<file path="src/rtl/sfu_pkg.sv">
package sfu_pkg;

    localparam int CTRL_W  = 64;
    localparam int B_EVT   = 0;
    localparam int B_TYP   = 1;
    localparam int B_LAT   = 2;
    localparam int B_BR    = 16;
    localparam int B_LD    = 17;
    localparam int B_ST    = 18;

    localparam logic [CTRL_W-1:0] CTRL_MASK =
        (64'd1 << B_EVT) | (64'd1 << B_TYP) | (64'd1 << B_LAT) |
        (64'd1 << B_BR)  | (64'd1 << B_LD)  | (64'd1 << B_ST);

    typedef struct packed {
        logic st_sel;
        logic ld_sel;
        logic br_sel;
        logic lat_on;
        logic typ_on;
        logic evt_on;
    } ctrl_t;

    function automatic ctrl_t unpack_ctrl(input logic [CTRL_W-1:0] w);
        ctrl_t c;
        c.st_sel = w[B_ST];
        c.ld_sel = w[B_LD];
        c.br_sel = w[B_BR];
        c.lat_on = w[B_LAT];
        c.typ_on = w[B_TYP];
        c.evt_on = w[B_EVT];
        return c;
    endfunction

    function automatic logic [CTRL_W-1:0] pack_ctrl(input ctrl_t c);
        logic [CTRL_W-1:0] w;
        w        = '0;
        w[B_ST]  = c.st_sel;
        w[B_LD]  = c.ld_sel;
        w[B_BR]  = c.br_sel;
        w[B_LAT] = c.lat_on;
        w[B_TYP] = c.typ_on;
        w[B_EVT] = c.evt_on;
        return w;
    endfunction

endpackage

</file>
<file path="src/rtl/sfu_ctrl_reg.sv">
module sfu_ctrl_reg
    import sfu_pkg::*;
(
    input  logic              clk,
    input  logic              rst_n,
    input  logic              wr_en,
    input  logic [CTRL_W-1:0] wr_data,
    output logic [CTRL_W-1:0] rd_data,
    output ctrl_t             ctrl
);

    typedef struct packed {
        ctrl_t fields;
    } reg_state_t;

    reg_state_t st_d, st_q;

    always_comb begin
        st_d = st_q;
        if (wr_en) begin
            st_d.fields = unpack_ctrl(wr_data);
        end
    end

    always_ff @(posedge clk) begin
        if (!rst_n) begin
            st_q <= '0;
        end else begin
            st_q <= st_d;
        end
    end

    assign ctrl    = st_q.fields;
    assign rd_data = pack_ctrl(st_q.fields);

    AST_WR_READBACK: assert property (@(posedge clk) disable iff (!rst_n)
        wr_en |=> rd_data == ($past(wr_data) & CTRL_MASK));

    AST_RD_HOLD: assert property (@(posedge clk) disable iff (!rst_n)
        !wr_en |=> $stable(rd_data));

endmodule

</file>
<file path="src/rtl/sfu_filter_eval.sv">
module sfu_filter_eval
    import sfu_pkg::*;
#(
    parameter int LAT_W = 16,
    parameter int EVT_W = 16
) (
    input  ctrl_t             ctrl,
    input  logic [LAT_W-1:0]  min_lat,
    input  logic [EVT_W-1:0]  evt_sel,
    input  logic              is_load,
    input  logic              is_store,
    input  logic              is_branch,
    input  logic [LAT_W-1:0]  latency,
    input  logic [EVT_W-1:0]  events,
    output logic              pass
);

    logic             any_class;
    logic             class_hit;
    logic             typ_ok;
    logic             lat_ok;
    logic             evt_ok;
    logic [EVT_W-1:0] bit_ok;

    // per-bit event coverage: a bit not in the mask never blocks
    for (genvar i = 0; i < EVT_W; i++) begin : g_evt
        assign bit_ok[i] = !evt_sel[i] || events[i];
    end

    always_comb begin
        any_class = ctrl.ld_sel || ctrl.st_sel || ctrl.br_sel;
        class_hit = (ctrl.ld_sel && is_load) ||
                    (ctrl.st_sel && is_store) ||
                    (ctrl.br_sel && is_branch);
        typ_ok    = !ctrl.typ_on || !any_class || class_hit;
        lat_ok    = !ctrl.lat_on || (min_lat == '0) || (latency >= min_lat);
        evt_ok    = !ctrl.evt_on || (evt_sel == '0) || (&bit_ok);
        pass      = typ_ok && lat_ok && evt_ok;
    end

endmodule

</file>
<file path="src/rtl/sfu_decide_reg.sv">
module sfu_decide_reg (
    input  logic clk,
    input  logic rst_n,
    input  logic smp_valid,
    input  logic pass,
    output logic dec_valid,
    output logic dec_record
);

    typedef struct packed {
        logic vld;
        logic rec;
    } dec_state_t;

    dec_state_t st_d, st_q;

    always_comb begin
        st_d.vld = smp_valid;
        st_d.rec = smp_valid && pass;
    end

    always_ff @(posedge clk) begin
        if (!rst_n) begin
            st_q <= '0;
        end else begin
            st_q <= st_d;
        end
    end

    assign dec_valid  = st_q.vld;
    assign dec_record = st_q.rec;

    AST_VALID_FOLLOWS: assert property (@(posedge clk) disable iff (!rst_n)
        smp_valid |=> dec_valid);

    AST_NO_SPURIOUS: assert property (@(posedge clk) disable iff (!rst_n)
        !smp_valid |=> !dec_valid);

    AST_RECORD_QUALIFIED: assert property (@(posedge clk) disable iff (!rst_n)
        !dec_valid |-> !dec_record);

endmodule

</file>
<file path="src/rtl/sfu_top.sv">
module sfu_top
    import sfu_pkg::*;
#(
    parameter int LAT_W = 16,
    parameter int EVT_W = 16
) (
    input  logic              clk,
    input  logic              rst_n,
    input  logic              cfg_wr_en,
    input  logic [63:0]       cfg_wr_data,
    output logic [63:0]       cfg_rd_data,
    input  logic [LAT_W-1:0]  min_lat,
    input  logic [EVT_W-1:0]  evt_sel,
    input  logic              smp_valid,
    input  logic              smp_is_load,
    input  logic              smp_is_store,
    input  logic              smp_is_branch,
    input  logic [LAT_W-1:0]  smp_latency,
    input  logic [EVT_W-1:0]  smp_events,
    output logic              dec_valid,
    output logic              dec_record
);

    ctrl_t ctrl;
    logic  pass;

    sfu_ctrl_reg u_ctrl (
        .clk     (clk),
        .rst_n   (rst_n),
        .wr_en   (cfg_wr_en),
        .wr_data (cfg_wr_data),
        .rd_data (cfg_rd_data),
        .ctrl    (ctrl)
    );

    sfu_filter_eval #(
        .LAT_W (LAT_W),
        .EVT_W (EVT_W)
    ) u_eval (
        .ctrl      (ctrl),
        .min_lat   (min_lat),
        .evt_sel   (evt_sel),
        .is_load   (smp_is_load),
        .is_store  (smp_is_store),
        .is_branch (smp_is_branch),
        .latency   (smp_latency),
        .events    (smp_events),
        .pass      (pass)
    );

    sfu_decide_reg u_dec (
        .clk        (clk),
        .rst_n      (rst_n),
        .smp_valid  (smp_valid),
        .pass       (pass),
        .dec_valid  (dec_valid),
        .dec_record (dec_record)
    );

    AST_ALL_OFF_RECORDS: assert property (@(posedge clk) disable iff (!rst_n)
        (smp_valid && !ctrl.lat_on && !ctrl.typ_on && !ctrl.evt_on) |=> dec_record);

    AST_LAT_BELOW_DROPS: assert property (@(posedge clk) disable iff (!rst_n)
        (smp_valid && ctrl.lat_on && min_lat != '0 && smp_latency < min_lat)
        |=> !dec_record);

    AST_TYPE_MISS_DROPS: assert property (@(posedge clk) disable iff (!rst_n)
        (smp_valid && ctrl.typ_on && (ctrl.ld_sel || ctrl.st_sel || ctrl.br_sel) &&
         !(ctrl.ld_sel && smp_is_load) && !(ctrl.st_sel && smp_is_store) &&
         !(ctrl.br_sel && smp_is_branch)) |=> !dec_record);

    AST_EVT_MISS_DROPS: assert property (@(posedge clk) disable iff (!rst_n)
        (smp_valid && ctrl.evt_on && evt_sel != '0 &&
         (smp_events & evt_sel) != evt_sel) |=> !dec_record);

endmodule

</file>
<file path="config.mk">
export PLATFORM = sky130hd
export DESIGN_NAME = sfu_top
export DESIGN_NICKNAME = d
export VERILOG_FILES = /design/src/rtl/sfu_pkg.sv /design/src/rtl/sfu_ctrl_reg.sv /design/src/rtl/sfu_filter_eval.sv /design/src/rtl/sfu_decide_reg.sv /design/src/rtl/sfu_top.sv
export SDC_FILE = /design/constraint.sdc
export NUM_CORES = 1
export LEC_CHECK = 0
export BUFFER_PORTS_ARGS = -buffer_cell sky130_fd_sc_hd__buf_2
export CORE_MARGIN = 4
export CORE_UTILIZATION = 25
export CTS_BUF_LIST = sky130_fd_sc_hd__clkbuf_8 sky130_fd_sc_hd__clkbuf_16
export DETAILED_ROUTE_END_ITERATION = 8
export GPL_TIMING_DRIVEN = 0
export PLACE_DENSITY = 0.7
export SLEW_MARGIN = 20
export SYNTH_ARGS = -nofsm -noshare
export SYNTH_HDL_FRONTEND = slang
export SYNTH_SLANG_ARGS = --single-unit
</file>
<file path="constraint.sdc">
create_clock -name clk -period 1.8 [get_ports clk]
set_input_delay 0.09 -clock clk [delete_from_list [all_inputs] [get_ports clk]]
set_output_delay 0.09 -clock clk [all_outputs]
set_load 0.005 [all_outputs]
</file>
Word level (Yosys, flattened, before mapping):

Cells that the tools add are included.

* bits in registers: 8
* output and inout port bits: 66

* order comparisons: 1
* reductions and logical operators: 55

Operator list (number)
* logical NOT 16 bit: 2
* logical OR 1 bit: 26
* logical NOT 1 bit: 20
* >= comparator 16 bit: 1
* AND reduction 16 bit: 1
* logical AND 1 bit: 6

Logic depth before layout (Yosys ltp):

* depth in word-level cells: 8
* mapped depth: 7
* gate-level depth less buffers: 7

By module:

From an unflattened synthesis, not the netlist that was laid out.

* cell total of the unflattened synthesis: 185
* area total of the unflattened synthesis: 1411.4 sq um

By module, submodules not included
* sfu_ctrl_reg: instances 1, cells each 84, area an instance 713.2 sq um, seq. area each 120.1 sq um
* sfu_filter_eval: instances 1, cells each 97, area an instance 645.6 sq um, seq. area each 0.0 sq um
* sfu_decide_reg: instances 1, cells each 4, area an instance 52.6 sq um, seq. area each 40.0 sq um

Worst setup path before layout:

Ideal clock, no wire load.

* kind: input-to-reg
* start point: input min_lat[9]
* end point: register u_dec.st_q, in the netlist u_dec.dec_record
* setup time: 118 ps
* data arrival time: 1197 ps
* data required time: 1682 ps
* setup slack: 486 ps
* stages: 7
* path buffers: 0
* cell sequence: inv_1 -> ha_1 -> a21oi_1 -> o21ai_1 -> a2111oi_2 -> a21oi_1 -> o2111a_1

* longest elaborated chain between the ends: 6
* elaborated cells between the ends (all ways): 7
* classes of those cells: order compare: 1; reduce/logical: 6

Ends and longest elaborated chain
* from (decl): line sfu_top.sv:12 `input logic [LAT_W-1:0] min_lat,`
* parallel branches: the longest is 2 deep, another holds >= comparator 16 bit
* logical OR 1 bit (*): line sfu_filter_eval.sv:36 `lat_ok = !ctrl.lat_on || (min_lat == '0) || (latency >= min_lat);`
* logical AND 1 bit (*) (2 in series): line sfu_filter_eval.sv:38 `pass = typ_ok && lat_ok && evt_ok;`
* logical AND 1 bit (*): line sfu_decide_reg.sv:19 `st_d.rec = smp_valid && pass;`
* to (signal assigned): line sfu_decide_reg.sv:26 `st_q <= st_d;`
* to (decl): line sfu_decide_reg.sv:15 `dec_state_t st_d, st_q;`

Every way passes the cells marked *.
A chain may end at the register's enable or synchronous reset.

Worst setup path in the final report:

Ends and elaborated chain as after synthesis.

==> results.md <==
Critical path:
- The category of the most critical setup path is in -> reg.
- For the worst setup path, the data required time is 1920 ps.
- The critical path starts at min_lat[9].
- The highest cell delay on the worst timing path is 290 ps.
- For flop-to-flop paths, the worst setup slack is 820 ps.
- The type of origin of the critical path is an input port.
- The cell that appears most often on the critical path is sky130_fd_sc_hd__a21oi_1.
- The worst register-to-register path begins at u_ctrl.ctrl[5].
- The number of cells on the worst reg-to-reg path is 4.
- Data arrives at the worst endpoint at 1420 ps.
- The maximum fanout count along the critical path is 2.
- The most critical setup path has its endpoint at u_dec.dec_record.
- The cell with the largest stage delay on the worst path is sky130_fd_sc_hd__ha_1.
- The worst register-to-register path ends at u_dec.dec_record.
- The critical path endpoint category is a flip-flop.
- Traced cell by cell, the critical path runs through buf_2, inv_1, ha_1, a21oi_1, o21ai_1, a2111oi_2, a21oi_1, o2111a_1.

STA:
- The final-report max-slew violation count is 0.
- The number of hold violations in the final report is 0.
- Based on the critical path, the design can be clocked at up to 0.765 GHz.
- The fraction of the cycle the final worst path needs is 0.726.
- The setup TNS is 0 ps.
- The post-layout minimum cycle time is 1310 ps.
- Setup repair after global routing left no endpoint under its margin.
- Setup violations remaining at the end of the flow were counted as 0.
- Across the routed clock network, the largest skew measured is 0.310 ps.

Floorplanning:
- Measured along the y axis, the die boundary spans 81.7 microns.
- The full die area is 0.00667 sq mm.
- The floorplan has 26 rows.
- The count of boundary I/O pins is 201.
- The floorplan step set the die width to 81.7 microns.
- The initial utilization of the core area, before any placement, comes to 0.262.
- The core area is 0.00517 sq mm.

Global route:
- The total congestion overflow is 0.
- The number of global-route vias before repair came to 1251.
- The first global-routing pass estimated 5.20 mm of wire.
- The initial antenna violation count is 0.
- The pin count of the biggest net entering global routing is 8.
- The total track usage is 0.0966.

Final layout:
- The most common cell after layout, fill and taps aside is sky130_fd_sc_hd__buf_2.
- Leaving out fill and tap cells, the most frequent cells in the layout are sky130_fd_sc_hd__buf_2 (83), sky130_fd_sc_hd__buf_4 (58), sky130_fd_sc_hd__conb_1 (58).
- The number of diodes is 0.
- The area growth from synthesis to layout is 55.9%.
- The number of inserted filler cells in the final layout is 535.
- The final layout contains 470 nets.
- Of the cells placed in the final design, the portion with a size suffix greater than 1 is 0.467.
- Registers take 160 sq um.
- The footprint of the multi-input gates is 897 sq um.
- The finished layout cell area is 0.00212 sq mm.

CTS:
- In this run the post-CTS setup repair buffer count came out at 0.
- For this design, the sink count on the clock tree is 8.
- The number of buffers on the longest clock path is 2.
- The clock tree from TritonCTS is yes.
- In this run, post-CTS hold repair placed 0 buffers.
- The clock root buffer master is sky130_fd_sc_hd__clkbuf_8.
- The register clock-pin slew on the reported worst setup and hold paths is 40 ps.
- In this run the number of H-tree levels came out at 1.
- TritonCTS created 3 clock buffers.
- The number of gates given a new drive strength after cts is 0.
- The source-to-sink clock delay at the later pin of the worst-skew pair is 230 ps.

Logic synthesis:
- The count of state elements after synthesis is 8.
- In the synthesized netlist the dominant register cell turns out to be sky130_fd_sc_hd__dfxtp_1.
- The proportion of register bits with asynchronous set or reset after synthesis is 0.
- Synthesis handed over a netlist of 174 instances.
- The netlist area before placement is 0.00136 sq mm.
- Each instance of the synthesized netlist takes up on average 7.80 sq um.
- The number of different library cells in the post-synthesis netlist is 27.
- Of the synthesized area, sequential elements account for 0.118.
- The number of synthesized flops with an enable pin is 0.
- The number of warnings reported in the yosys synthesis log is 0.

Routing:
- The ratio of routed vias to standard cells is 3.69.
- The average routed wire per standard cell is 9.26 microns.
- For this block, the via count after detailed routing is 1427.
- For this run, design rule violations remaining after detail routing come to 0.
- The residual antenna-violating net count after detailed routing is 0.
- The first detailed-routing pass took 3 iterations.
- The total length of routed wires is 3.58 mm.
- The first-iteration detailed-routing DRC count is 16.

Power:
- The worst vdd rail ir drop is 528 uV.
- The power density over the cells is 361 mW/mm^2.
- For this design the static power due to leakage is 1.31 nW.

Place:
- After legalization and detailed placement, the total HPWL measured 3.45 mm.
- The cell area after placement is 0.00207 sq mm.
- Input and output buffers added on the ports amount to 83.
- At the end of routability-driven placement, the weighted congestion stood at 0.763.

Outcome:
- The run finished with clean final reports.

Worst hold path:
- In this run the worst hold path is classified as in -> reg.

Flow run:
- The reported max-cap violation count is 0.
## through the flow
stage | power (mW) | std cells | hold slack [ps] | setup slack [ps] | utilization
3_5_place_dp | 0.547 | 384 | 330 | 249 | 0.401
5_1_grt | 0.826 | 387 | 136 | 388 | 0.409
4_1_cts | 0.766 | 387 | 94.6 | 484 | 0.409
6_report | 0.763 | 387 | 94.2 | 492 | 0.409
3_3_place_gp | 0.544 | 384 | 327 | 233 | 0.401
2_1_floorplan | 0.424 | 231 | 218 | 486 | -
## final cells by class
| type | instances | area share |
|---|---|---|
| multi-input combinational | 144 | 0.424 |
| tap | 70 | 0.0414 |
| buffer | 59 | 0.208 |
| sequential | 8 | 0.0757 |
| clock buffer | 3 | 0.0195 |
| timing repair buffer | 83 | 0.196 |
| inverter | 20 | 0.0355 |
## flip-flops by register name, indices dropped and copies added (netlist names)
signal            cells
u_ctrl.ctrl           6
u_dec.dec_record      1
u_dec.dec_valid       1
## report_power, final
| group | internal (mW) | switching (mW) |
|---|---|---|
| registers | 0.189 | 0.00778 |
| clock network | 0.145 | 0.0688 |
| logic | 0.208 | 0.145 |
| total | 0.542 | 0.222 |
## critical path, delay by kind of cell
family	cells	cell delay (ps)
adder cells (fa/ha/maj)	1	290
buffers and inverters	2	140
AO/OA/AOI/OAI	5	900
## synth_stat cells (2+ instances only)
| master | number | area, sq um |
|---|---|---|
| sky130_fd_sc_hd__a21oi_1 | 6 | 30.0 |
| sky130_fd_sc_hd__o21ai_0 | 2 | 10.0 |
| sky130_fd_sc_hd__inv_1 | 20 | 75.1 |
| sky130_fd_sc_hd__a2111oi_1 | 3 | 30.0 |
| sky130_fd_sc_hd__mux2i_1 | 6 | 60.1 |
| sky130_fd_sc_hd__nor2b_4 | 2 | 27.5 |
| sky130_fd_sc_hd__ha_1 | 16 | 200 |
| sky130_fd_sc_hd__nand2_1 | 5 | 18.8 |
| sky130_fd_sc_hd__dfxtp_1 | 8 | 160 |
| sky130_fd_sc_hd__nor3_1 | 2 | 10.0 |
| sky130_fd_sc_hd__o21ai_1 | 2 | 10.0 |
| sky130_fd_sc_hd__nand4_1 | 3 | 18.8 |
| sky130_fd_sc_hd__nor4_1 | 8 | 50.1 |
| sky130_fd_sc_hd__nor2_1 | 4 | 15.0 |
| sky130_fd_sc_hd__nand3_1 | 2 | 10.0 |
| sky130_fd_sc_hd__a2111oi_2 | 2 | 30.0 |
| sky130_fd_sc_hd__nor2b_1 | 16 | 100 |
| sky130_fd_sc_hd__buf_4 | 58 | 435 |
## logic make-up (layout without fill, tap and decap cells)
family / count (synthesis) / in the layout / share of synthesized area
other: 1 / 58 / 0.00276
and+or+nand+nor: 46 / 46 / 0.207
adders and majority gates: 16 / 16 / 0.147
muxes: 6 / 6 / 0.0442
DFF: 8 / 8 / 0.118
AOI/OAI and AO/OA: 18 / 18 / 0.101
buffers and inverters: 79 / 165 / 0.379
## worst min path at each step
stage	from	end	depth (start not counted)
floorplan	rst_n	u_ctrl.ctrl[0]	1
global placement	smp_valid	u_dec.dec_valid	2
detailed placement	smp_valid	u_dec.dec_valid	2
CTS	smp_valid	u_dec.dec_valid	2
global route	smp_valid	u_dec.dec_valid	2
finish	smp_valid	u_dec.dec_valid	2
## per-layer routing
| metal | global-route usage | up-vias | share of wire |
|---|---|---|---|
| li1 | - | 759 | - |
| met1 | 0.116 | 577 | 0.38 |
| met4 | 0.0249 | 0 | 0.0073 |
| met3 | 0.0274 | 2 | 0.17 |
| met5 | 0 | - | 0 |
| met2 | 0.168 | 89 | 0.44 |
No activity file was read; power rests on OpenSTA's default activity.
